===== config.mk =====
export PLATFORM = sky130hd
export DESIGN_NAME = capture_timer
export DESIGN_NICKNAME = d
export VERILOG_FILES = /design/src/rtl/ct_pkg.sv /design/src/rtl/ct_edge_sync.sv /design/src/rtl/ct_prescaler.sv /design/src/rtl/ct_counter_core.sv /design/src/rtl/ct_rtport.sv /design/src/rtl/capture_timer.sv
export SDC_FILE = /design/constraint.sdc
export NUM_CORES = 1
export LEC_CHECK = 0
export ABC_CLOCK_PERIOD_IN_PS = 2300
export BUFFER_PORTS_ARGS = -buffer_cell sky130_fd_sc_hd__buf_2
export CAP_MARGIN = 25
export CORE_MARGIN = 8
export CORE_UTILIZATION = 59
export DETAILED_ROUTE_END_ITERATION = 8
export PLACE_DENSITY_LB_ADDON = 0.05
export SYNTH_ARGS = -nofsm -noshare
export SYNTH_HDL_FRONTEND = slang
export SYNTH_SLANG_ARGS = --single-unit

===== constraint.sdc =====
create_clock -name clk -period 2.3 [get_ports clk]
set_input_delay 0.115 -clock clk [delete_from_list [all_inputs] [get_ports clk]]
set_output_delay 0.115 -clock clk [all_outputs]
set_load 0.005 [all_outputs]

===== src/rtl/ct_pkg.sv =====
package ct_pkg;

  typedef enum logic [1:0] {
    MODE_TIMER  = 2'b00,
    MODE_PERIOD = 2'b01,
    MODE_EVENT  = 2'b10,
    MODE_PWHL   = 2'b11
  } ct_mode_e;

  // Packed msb-first: enable[6:5], halt[4], src_sub[3], edge_fall[2], mode[1:0]
  typedef struct packed {
    logic [1:0] port_en;
    logic       halt;
    logic       src_sub;
    logic       edge_fall;
    ct_mode_e   mode;
  } ct_ctrl_t;

  localparam int CTRL_W = $bits(ct_ctrl_t);

  localparam logic [2:0] ADDR_CTRL   = 3'd0;
  localparam logic [2:0] ADDR_RLD_LO = 3'd1;
  localparam logic [2:0] ADDR_RLD_HI = 3'd2;
  localparam logic [2:0] ADDR_CNT_LO = 3'd3;
  localparam logic [2:0] ADDR_CNT_HI = 3'd4;
  localparam logic [2:0] ADDR_PORT   = 3'd5;

  localparam logic [1:0] PORT_ON  = 2'b11;
  localparam logic [1:0] PORT_OFF = 2'b00;

endpackage


===== src/rtl/ct_edge_sync.sv =====
module ct_edge_sync #(
  parameter int STAGES = 2
) (
  input  logic clk,
  input  logic rst_n,
  input  logic pin,
  output logic rise,
  output logic fall
);
  logic [STAGES-1:0] sync_q;
  logic              last_q;

  generate
    if (STAGES == 1) begin : g_single
      always_ff @(posedge clk) begin
        if (!rst_n) sync_q <= '0;
        else        sync_q <= pin;
      end
    end else begin : g_chain
      always_ff @(posedge clk) begin
        if (!rst_n) sync_q <= '0;
        else        sync_q <= {sync_q[STAGES-2:0], pin};
      end
    end
  endgenerate

  always_ff @(posedge clk) begin
    if (!rst_n) last_q <= 1'b0;
    else        last_q <= sync_q[STAGES-1];
  end

  assign rise = sync_q[STAGES-1] & ~last_q;
  assign fall = ~sync_q[STAGES-1] & last_q;
endmodule


===== src/rtl/ct_prescaler.sv =====
module ct_prescaler #(
  parameter int DIV_LOG2 = 2
) (
  input  logic clk,
  input  logic rst_n,
  output logic tick
);
  logic [DIV_LOG2-1:0] div_q;

  always_ff @(posedge clk) begin
    if (!rst_n) div_q <= '0;
    else        div_q <= div_q + 1'b1;
  end

  assign tick = &div_q;
endmodule


===== src/rtl/ct_counter_core.sv =====
module ct_counter_core #(
  parameter int CNT_W = 16
) (
  input  logic             clk,
  input  logic             rst_n,
  input  logic             tick,
  input  logic             halt,
  input  logic             load,
  input  logic [CNT_W-1:0] load_val,
  input  logic [CNT_W-1:0] reload_val,
  input  logic             capture,
  input  logic             hold_release,
  output logic [CNT_W-1:0] cnt,
  output logic [CNT_W-1:0] held,
  output logic             hold_valid,
  output logic             uf_now,
  output logic             irq_uf,
  output logic             irq_cap
);
  logic cap_go;
  logic step;

  assign cap_go = capture & ~load;
  assign step   = tick & ~halt & ~load & ~cap_go;
  assign uf_now = step & (cnt == '0);

  always_ff @(posedge clk) begin
    if (!rst_n) begin
      cnt <= '0;
    end else if (load) begin
      cnt <= load_val;
    end else if (cap_go) begin
      cnt <= reload_val;
    end else if (step) begin
      cnt <= uf_now ? reload_val : cnt - 1'b1;
    end
  end

  always_ff @(posedge clk) begin
    if (!rst_n) begin
      held       <= '0;
      hold_valid <= 1'b0;
    end else if (cap_go) begin
      held       <= cnt;
      hold_valid <= 1'b1;
    end else if (hold_release) begin
      hold_valid <= 1'b0;
    end
  end

  always_ff @(posedge clk) begin
    if (!rst_n) begin
      irq_uf  <= 1'b0;
      irq_cap <= 1'b0;
    end else begin
      irq_uf  <= uf_now;
      irq_cap <= cap_go;
    end
  end
endmodule


===== src/rtl/ct_rtport.sv =====
module ct_rtport
  import ct_pkg::*;
#(
  parameter int PORT_W = 2
) (
  input  logic              clk,
  input  logic              rst_n,
  input  logic [1:0]        en_cur,
  input  logic              en_wr,
  input  logic [1:0]        en_new,
  input  logic              data_wr,
  input  logic [PORT_W-1:0] data_new,
  input  logic              uf_now,
  output logic [PORT_W-1:0] data_q,
  output logic [PORT_W-1:0] pins
);
  logic data_seen;
  logic go_now;
  logic go_uf;

  assign go_now = en_wr & (en_cur == PORT_OFF) & (en_new == PORT_ON) & data_seen;
  assign go_uf  = uf_now & (en_cur == PORT_ON);

  always_ff @(posedge clk) begin
    if (!rst_n) begin
      data_q    <= '0;
      data_seen <= 1'b0;
    end else if (data_wr) begin
      data_q    <= data_new;
      data_seen <= 1'b1;
    end
  end

  always_ff @(posedge clk) begin
    if (!rst_n)                pins <= '0;
    else if (go_now || go_uf)  pins <= data_q;
  end
endmodule


===== src/rtl/capture_timer.sv =====
module capture_timer
  import ct_pkg::*;
#(
  parameter int DATA_W      = 8,
  parameter int PRESC_LOG2  = 2,
  parameter int SYNC_STAGES = 2
) (
  input  logic              clk,
  input  logic              rst_n,
  input  logic              reg_wr,
  input  logic              reg_rd,
  input  logic [2:0]        reg_addr,
  input  logic [DATA_W-1:0] reg_wdata,
  output logic [DATA_W-1:0] reg_rdata,
  input  logic              sub_tick,
  input  logic              ext_pin,
  output logic [1:0]        rtp_out,
  output logic              irq_uflow,
  output logic              irq_edge
);
  localparam int CNT_W  = 2 * DATA_W;
  localparam int PORT_W = 2;

  ct_ctrl_t          ctrl_q;
  logic [CNT_W-1:0]  latch_q;
  logic [CNT_W-1:0]  cnt_q;
  logic [CNT_W-1:0]  held_q;
  logic [CNT_W-1:0]  cnt_view;
  logic [PORT_W-1:0] port_data;
  logic              hold_valid;
  logic              pin_rise, pin_fall, sel_edge, any_edge;
  logic              main_tick, cnt_tick, capture, uf_now;
  logic              wr_ctrl, wr_lo, wr_hi, wr_port, rel_hold;
  logic              halt_w;
  logic [1:0]        port_en_w;
  ct_ctrl_t          ctrl_next;

  assign wr_ctrl  = reg_wr && (reg_addr == ADDR_CTRL);
  assign wr_lo    = reg_wr && (reg_addr == ADDR_RLD_LO);
  assign wr_hi    = reg_wr && (reg_addr == ADDR_RLD_HI);
  assign wr_port  = reg_wr && (reg_addr == ADDR_PORT);
  assign rel_hold = reg_rd && (reg_addr == ADDR_CNT_HI);
  assign ctrl_next = ct_ctrl_t'(reg_wdata[CTRL_W-1:0]);

  always_ff @(posedge clk) begin
    if (!rst_n) begin
      ctrl_q <= '{port_en: 2'b00, halt: 1'b1, src_sub: 1'b0,
                  edge_fall: 1'b0, mode: MODE_TIMER};
    end else if (wr_ctrl) begin
      ctrl_q <= ctrl_next;
    end
  end

  always_ff @(posedge clk) begin
    if (!rst_n) begin
      latch_q <= '0;
    end else if (wr_lo) begin
      latch_q[DATA_W-1:0] <= reg_wdata;
    end else if (wr_hi) begin
      latch_q[CNT_W-1:DATA_W] <= reg_wdata;
    end
  end

  ct_edge_sync #(.STAGES(SYNC_STAGES)) u_sync (
    .clk(clk), .rst_n(rst_n), .pin(ext_pin), .rise(pin_rise), .fall(pin_fall)
  );

  ct_prescaler #(.DIV_LOG2(PRESC_LOG2)) u_presc (
    .clk(clk), .rst_n(rst_n), .tick(main_tick)
  );

  assign sel_edge = ctrl_q.edge_fall ? pin_fall : pin_rise;
  assign any_edge = pin_rise | pin_fall;

  always_comb begin
    capture  = 1'b0;
    cnt_tick = ctrl_q.src_sub ? sub_tick : main_tick;
    unique case (ctrl_q.mode)
      MODE_PERIOD: capture  = sel_edge;
      MODE_PWHL:   capture  = any_edge;
      MODE_EVENT:  cnt_tick = sel_edge;
      default:     capture  = 1'b0;
    endcase
  end

  assign halt_w    = ctrl_q.halt;
  assign port_en_w = ctrl_q.port_en;

  ct_counter_core #(.CNT_W(CNT_W)) u_core (
    .clk(clk), .rst_n(rst_n), .tick(cnt_tick), .halt(halt_w),
    .load(wr_hi), .load_val({reg_wdata, latch_q[DATA_W-1:0]}),
    .reload_val(latch_q), .capture(capture), .hold_release(rel_hold),
    .cnt(cnt_q), .held(held_q), .hold_valid(hold_valid),
    .uf_now(uf_now), .irq_uf(irq_uflow), .irq_cap(irq_edge)
  );

  ct_rtport #(.PORT_W(PORT_W)) u_port (
    .clk(clk), .rst_n(rst_n), .en_cur(port_en_w), .en_wr(wr_ctrl),
    .en_new(ctrl_next.port_en), .data_wr(wr_port),
    .data_new(reg_wdata[PORT_W-1:0]), .uf_now(uf_now),
    .data_q(port_data), .pins(rtp_out)
  );

  assign cnt_view = hold_valid ? held_q : cnt_q;

  always_comb begin
    reg_rdata = '0;
    unique case (reg_addr)
      ADDR_CTRL:   reg_rdata = {{(DATA_W-CTRL_W){1'b0}}, ctrl_q};
      ADDR_RLD_LO: reg_rdata = latch_q[DATA_W-1:0];
      ADDR_RLD_HI: reg_rdata = latch_q[CNT_W-1:DATA_W];
      ADDR_CNT_LO: reg_rdata = cnt_view[DATA_W-1:0];
      ADDR_CNT_HI: reg_rdata = cnt_view[CNT_W-1:DATA_W];
      ADDR_PORT:   reg_rdata = {{(DATA_W-PORT_W){1'b0}}, port_data};
      default:     reg_rdata = '0;
    endcase
  end
endmodule


======== Yosys cells after proc, flatten, opt, wreduce, memory -nomap -nowiden ========
Cells that the tools add are included.
word-level totals
  flip-flop bits (word level) ............. 68
  input bits .............................. 17
  output and inout bits ................... 12
  logic and storage cells ................. 73
operators by class
  add/sub/neg operators ................... 2
  equal/unequal tests ..................... 10
  multiplexer cells ....................... 12
  bitwise gates (word level) .............. 18
  reduce and logical (&&, ||, !) cells .... 13
operators by type and width
  cell                                                                   count
  16-bit 2-to-1 mux                                                      5
  8-bit case mux with 6 select lines                                     1
  16-bit zero test                                                       1
  16-bit by 1-bit subtractor with 16-bit output (second input constant)  1
  1-bit AND                                                              11
  2-bit == test (second input constant)                                  4
  3-bit by 2-bit == test with 1-bit output (second input constant)       2
  3-bit == test (second input constant)                                  2
  1-bit NOT                                                              6
  1-bit logical AND                                                      5
  1-bit 2-to-1 mux                                                       5
  2-bit AND reduction                                                    2
  3-bit by 1-bit == test with 1-bit output (second input constant)       1
  3-bit zero test                                                        1
  3-bit nonzero test                                                     1
  2-bit by 1-bit adder with 2-bit output (second input constant)         1
  2-bit by 1-bit == test with 1-bit output (second input constant)       1
  2-bit zero test                                                        1
  1-bit case mux with 2 select lines                                     1
  2-bit nonzero test                                                     1
  1-bit logical OR                                                       1
  1-bit OR                                                               1

======== Depth between registers and ports, before layout ========
  word-level depth ........................ 12
  mapped depth ............................ 10
  mapped depth without buffers ............ 8

======== By module ========
A second synthesis with hierarchy kept.
unflattened totals
  cells, all modules ...................... 399
  area total of the unflattened synthesis .. 3684.8 µm²
by module, submodules not included
  module           times used  cells an instance  area each (µm²)  sequential area each (µm²)
  ct_counter_core  1           220                1829.3           700.7
  capture_timer    1           147                1496.4           460.4
  ct_rtport        1           19                 195.2            100.1
  ct_edge_sync     1           8                  91.3             60.1
  ct_prescaler     1           5                  72.6             40.0

======== Worst setup path before layout ========
OpenSTA, ideal clock, no wires.
  kind .................................... register -> register
  start point ............................. register u_sync.last_q
  end point ............................... register u_core.cnt[10]
  data arrival time ....................... 2.008 ns
  data required time ...................... 2.240 ns
  slack ................................... 0.232 ns
  stages on the path, launching flop included .. 11
  buffers on the path ..................... 2
  period minus slack after synthesis ...... 2.068 ns
  path through ............................ dfxtp_1 inv_1 ha_1 mux2_2 o21ai_2 and3_1 clkbuf_1 or3b_1 buf_2 nor2_1 a221o_1
between the ends
  cells in the longest elaborated chain, start to end .. 12
  elaborated cells on any way between the ends .. 18
ends and longest elaborated chain
  item                                                                           RTL line                                      text
  start: declaration                                                             ct_edge_sync.sv:11                            logic last_q;
  start signal: assignment                                                       ct_edge_sync.sv:29                            else last_q <= sync_q[STAGES-1];
  1-bit NOT                                                                      ct_edge_sync.sv:32                            assign rise = sync_q[STAGES-1] & ~last_q;
  1-bit AND                                                                      ct_edge_sync.sv:32
  1-bit OR / 1-bit 2-to-1 mux (equally long branches)                            capture_timer.sv:73, capture_timer.sv:72
  1-bit case mux with 2 select lines / 1-bit 2-to-1 mux (equally long branches)  capture_timer.sv:78                           unique case (ctrl_q.mode)
  1-bit AND (on tied branches)                                                   ct_counter_core.sv:23, ct_counter_core.sv:24
  1-bit NOT / 1-bit AND (equally long branches)                                  ct_counter_core.sv:24                         assign step = tick & ~halt & ~load & ~cap_go;
  1-bit AND                                                                      ct_counter_core.sv:24
  1-bit AND                                                                      ct_counter_core.sv:25                         assign uf_now = step & (cnt == '0);
  16-bit 2-to-1 mux                                                              ct_counter_core.sv:35                         cnt <= uf_now ? reload_val : cnt - 1'b1;
  16-bit 2-to-1 mux                                                              ct_counter_core.sv:34                         end else if (step) begin
  16-bit 2-to-1 mux                                                              ct_counter_core.sv:32                         end else if (cap_go) begin
  16-bit 2-to-1 mux                                                              ct_counter_core.sv:30                         end else if (load) begin
  end signal: assignment                                                         ct_counter_core.sv:31                         cnt <= load_val;
  end signal: assignment                                                         ct_counter_core.sv:33                         cnt <= reload_val;
  end signal: assignment                                                         ct_counter_core.sv:35
  end: declaration                                                               ct_counter_core.sv:13                         output logic [CNT_W-1:0] cnt,
Several ways; a longest one is shown, not always the timed one. The select of a mux whose other input is x is not followed.
A chain may end at the register's enable or synchronous reset.

======== Final worst setup path ========
  start point ............................. register u_core.cnt[11]
  end point ............................... register u_core.cnt[3]
between the ends
  cells in the longest elaborated chain, start to end .. 6
ends and longest elaborated chain
  item               RTL line
  16-bit zero test   ct_counter_core.sv:25
  1-bit AND          ct_counter_core.sv:25
  16-bit 2-to-1 mux  ct_counter_core.sv:35
  16-bit 2-to-1 mux  ct_counter_core.sv:34
  16-bit 2-to-1 mux  ct_counter_core.sv:32
  16-bit 2-to-1 mux  ct_counter_core.sv:30
Every way passes these cells. The select of a mux whose other input is x is not followed.

==> results.md <==
* Outcome: completed
* Final worst slack at 0.125 ns
* Slew Limit Fails at 0
* N_diodes at 0
* Hold WC Path Type: in2reg
* Most numerous cell in the Yosys netlist: dfxtp_1
* Crit path buffers/inverters at 0
* Largest net degree at the start of global routing at 31
* Core area at 5820 um^2
* CP cell instances: or4_1 > and4bb_4 > nand2_2 > o21a_4 > mux2i_1 > o22ai_1
* Slowest cell on the critical path: or4_1
* Top post-synthesis cells by area: dfxtp_1 39%, mux2i_1 12%, nand2_1 6.3%
* Cell row count at 28
* WS Path Type: reg2reg
* First-pass DRT Iterations at 5
* # clock sinks at 68
* Tightest Pin Transition at 0.491 ns
* Final setup viols at 0
* Share of flip-flops with an asynchronous set or reset at 0%
* Die area at 8590 um^2
* Final Power at 2550 uW
* Synth top cells by count: 68 x dfxtp_1, 58 x nand2_1, 47 x nor2_1
* Grt total ovfl at 0
* Fmax at 0.460 GHz
* Final Hold Fails at 0
* First-pass GRT wire length at 15600 um
* Mean Syn Cell Area at 8.42 um^2
* Clock Skews at 0.0107 ns
* Wire length reported by the detailed router at 9440 um
* CP top delay family: simple AND/OR/NAND/NOR gates
* RR Endpoint: u_core.cnt[3]
* H-Tree Depth at 3
* Post-CTS setup buffers at 0
* Num CTS Buffers at 9
* RePlAce Congestion at 0.908
* CP Capture Type: flip-flop
* Critical path required time at 2.53 ns
* Ys Warns at 0
* Max-cap violation count at 0
* GRT Util Overall at 23.0%
* Static Leakage at 0.00160 uW
* Final nets at 461
* # IOs at 29
* Residual DRC at 0
* CTS clk-pin slew, worst paths at 0.08 ns
* WL per Instance at 18.2 um
* CP max FO at 11
* Area grow syn2layout at 13.0%
* Clock network latency to the later pin of the worst-skew pair at 0.35 ns
* Initial antenna violation count at 0
* Slew HR at 67.3%
* Vias per inst at 6.03
* Min-delay src: reg_wdata[3]
* PortBufs at 28
* Post-synthesis register bit count at 68
* Setup_tns at 0 ns
* Syn nets at 434
* Place WS at 0.0925 ns
* Layout cells sized above 1 at 17.1%
* Startpoint class of the critical path: flip-flop
* Tmin final at 2.17 ns
* Syn Inst Count at 412
* Slowest stage delay, CP at 0.58 ns
* CTS tree: built
* Routed via count at 3132
* Die W at 92.7 um
* Mapped cell area at 3470 um^2
* Tcrit/Tclk final at 94.6%
* EDFF count, synth at 0
* Initial Utilization at 59.7%
* Pwr dens at 650 nW/um^2
* Worst IR drop on VDD at 0.507 mV
* Clk buf depth at 2
* Reg2reg path depth at 6
* DP HPWL at 7040 um
* Worst reg2reg startpoint: u_core.cnt[11]
* Distinct cells, synth at 51
* CP arrival at 2.41 ns
* Worst hold stages at 3
* Detailed Route Iter0 Violations at 344
* Die H at 92.7 um
* Ys flop type: dfxtp_1
* Flop2flop setup slack at 0.13 ns
* Sequential cell area fraction in the yosys report at 39.2%
* RSZ-0062 raised after global routing: no
* Final antenna-violating net count at 0
* Number of global-route vias before repair at 2969
* Hold Path End: ctrl_q[3]
* Leading area contributor after synthesis: dfxtp_1
* Top cell type's share of synthesized area at 39.2%
* Root Driver: clkbuf_8
-- registers in the layout, summed over array words and instances (netlist names) --
| name | count |
|---|---|
| ctrl_q | 4 |
| halt_w | 1 |
| latch_q | 16 |
| port_en_w | 2 |
| u_core.cnt | 16 |
| u_core.held | 16 |
| u_core.hold_valid | 1 |
| u_core.irq_cap | 1 |
| u_core.irq_uf | 1 |
| u_port.data_q | 2 |
| u_port.data_seen | 1 |
| u_port.pins | 2 |
| u_presc.div_q | 2 |
| u_sync.last_q | 1 |
| u_sync.sync_q | 2 |
-- layer usage --
layer / wire length, um / global-route usage, % / up-vias
li1: - / - / 1514
met1: 4310 / 31.9 / 1445
met2: 4160 / 33.8 / 151
met3: 708 / 3.96 / 22
met4: 262 / 10.5 / 0
met5: 0 / 0 / -
-- cell type report --
type,instances,area [um^2]
multi-input cells,306,1950
fillers,529,1900
flip-flops and latches,68,1360
repair buffers,46,278
clock buffers,12,155
well taps,75,93.8
clock inverters,4,47.5
inverters,8,30.0
-- where the power goes --
part	total, uW	leakage (uW)	internal (uW)	switching [uW]
clock network	1010	0.000102	557	450
registers	1230	0.000551	1200	27.9
logic	312	0.000943	125	187
-- worst register-to-register path, cell delays in order, from the launching register on --
cell and delay, ns:
dfxtp_1 0.37, or4_1 0.58, and4bb_4 0.40, nand2_2 0.18, o21a_4 0.28, mux2i_1 0.15, o22ai_1 0.09
-- kinds of logic after synthesis --
group / after synthesis / share of synthesized area (%)
multiplexers: 43 / 12.8
AND/OR/NAND/NOR: 158 / 21.0
XOR/XNOR: 8 / 2.02
buffers and inverters: 38 / 4.69
flip-flops: 68 / 39.2
AO/OA/AOI/OAI: 92 / 18.4
adder cells (fa/ha/maj): 5 / 1.80
-- placed cells by master (no fill, tap or decap), drive strengths merged, types with 3 or more instances in the layout --
cell type	count
a21oi	32
ha	5
o221ai	4
or3	3
o31ai	3
o211ai	3
dfxtp	68
clkbuf	12
nor2	47
and2	5
inv	8
o21ai	17
nand3	15
nor3	9
and3	3
mux2i	40
o22ai	9
nand2	59
nor3b	3
buf	45
a221o	6
xnor2	8
a22oi	6
-- timing repair --
item / CTS / global route
hold buffers: 1 / 0
endpoints found under the setup margin: 0 / 5
resized for setup: 0 / 3
hold endpoints to repair: 1 / 0
-- through the flow --
stage	hold WS [ns]	instance area [um^2]	std cells	utilization [%]
after floorplan	0.239	3470	412	-
after global placement	0.321	3700	502	63.6
after detailed placement	0.325	3700	502	63.6
after CTS	0.0394	3910	519	67.3
after global routing	0.0534	3920	519	67.4
final	0.0473	3920	519	67.4
-- worst max path at each step --
stage                           startpoint  depth (start not counted)              to  slack [ns]
after floorplan              u_sync.last_q                         10  u_core.cnt[10]        0.23
after global placement    u_sync.sync_q[1]                          8   u_core.cnt[3]        0.08
after detailed placement     u_sync.last_q                          8   u_core.cnt[3]        0.09
after CTS                    u_sync.last_q                          8   u_core.cnt[3]        0.09
after global routing         u_core.cnt[0]                          8  u_core.cnt[10]        0.01
final                       u_core.cnt[11]                          6   u_core.cnt[3]        0.13
Power figures use the tool's default switching activity.
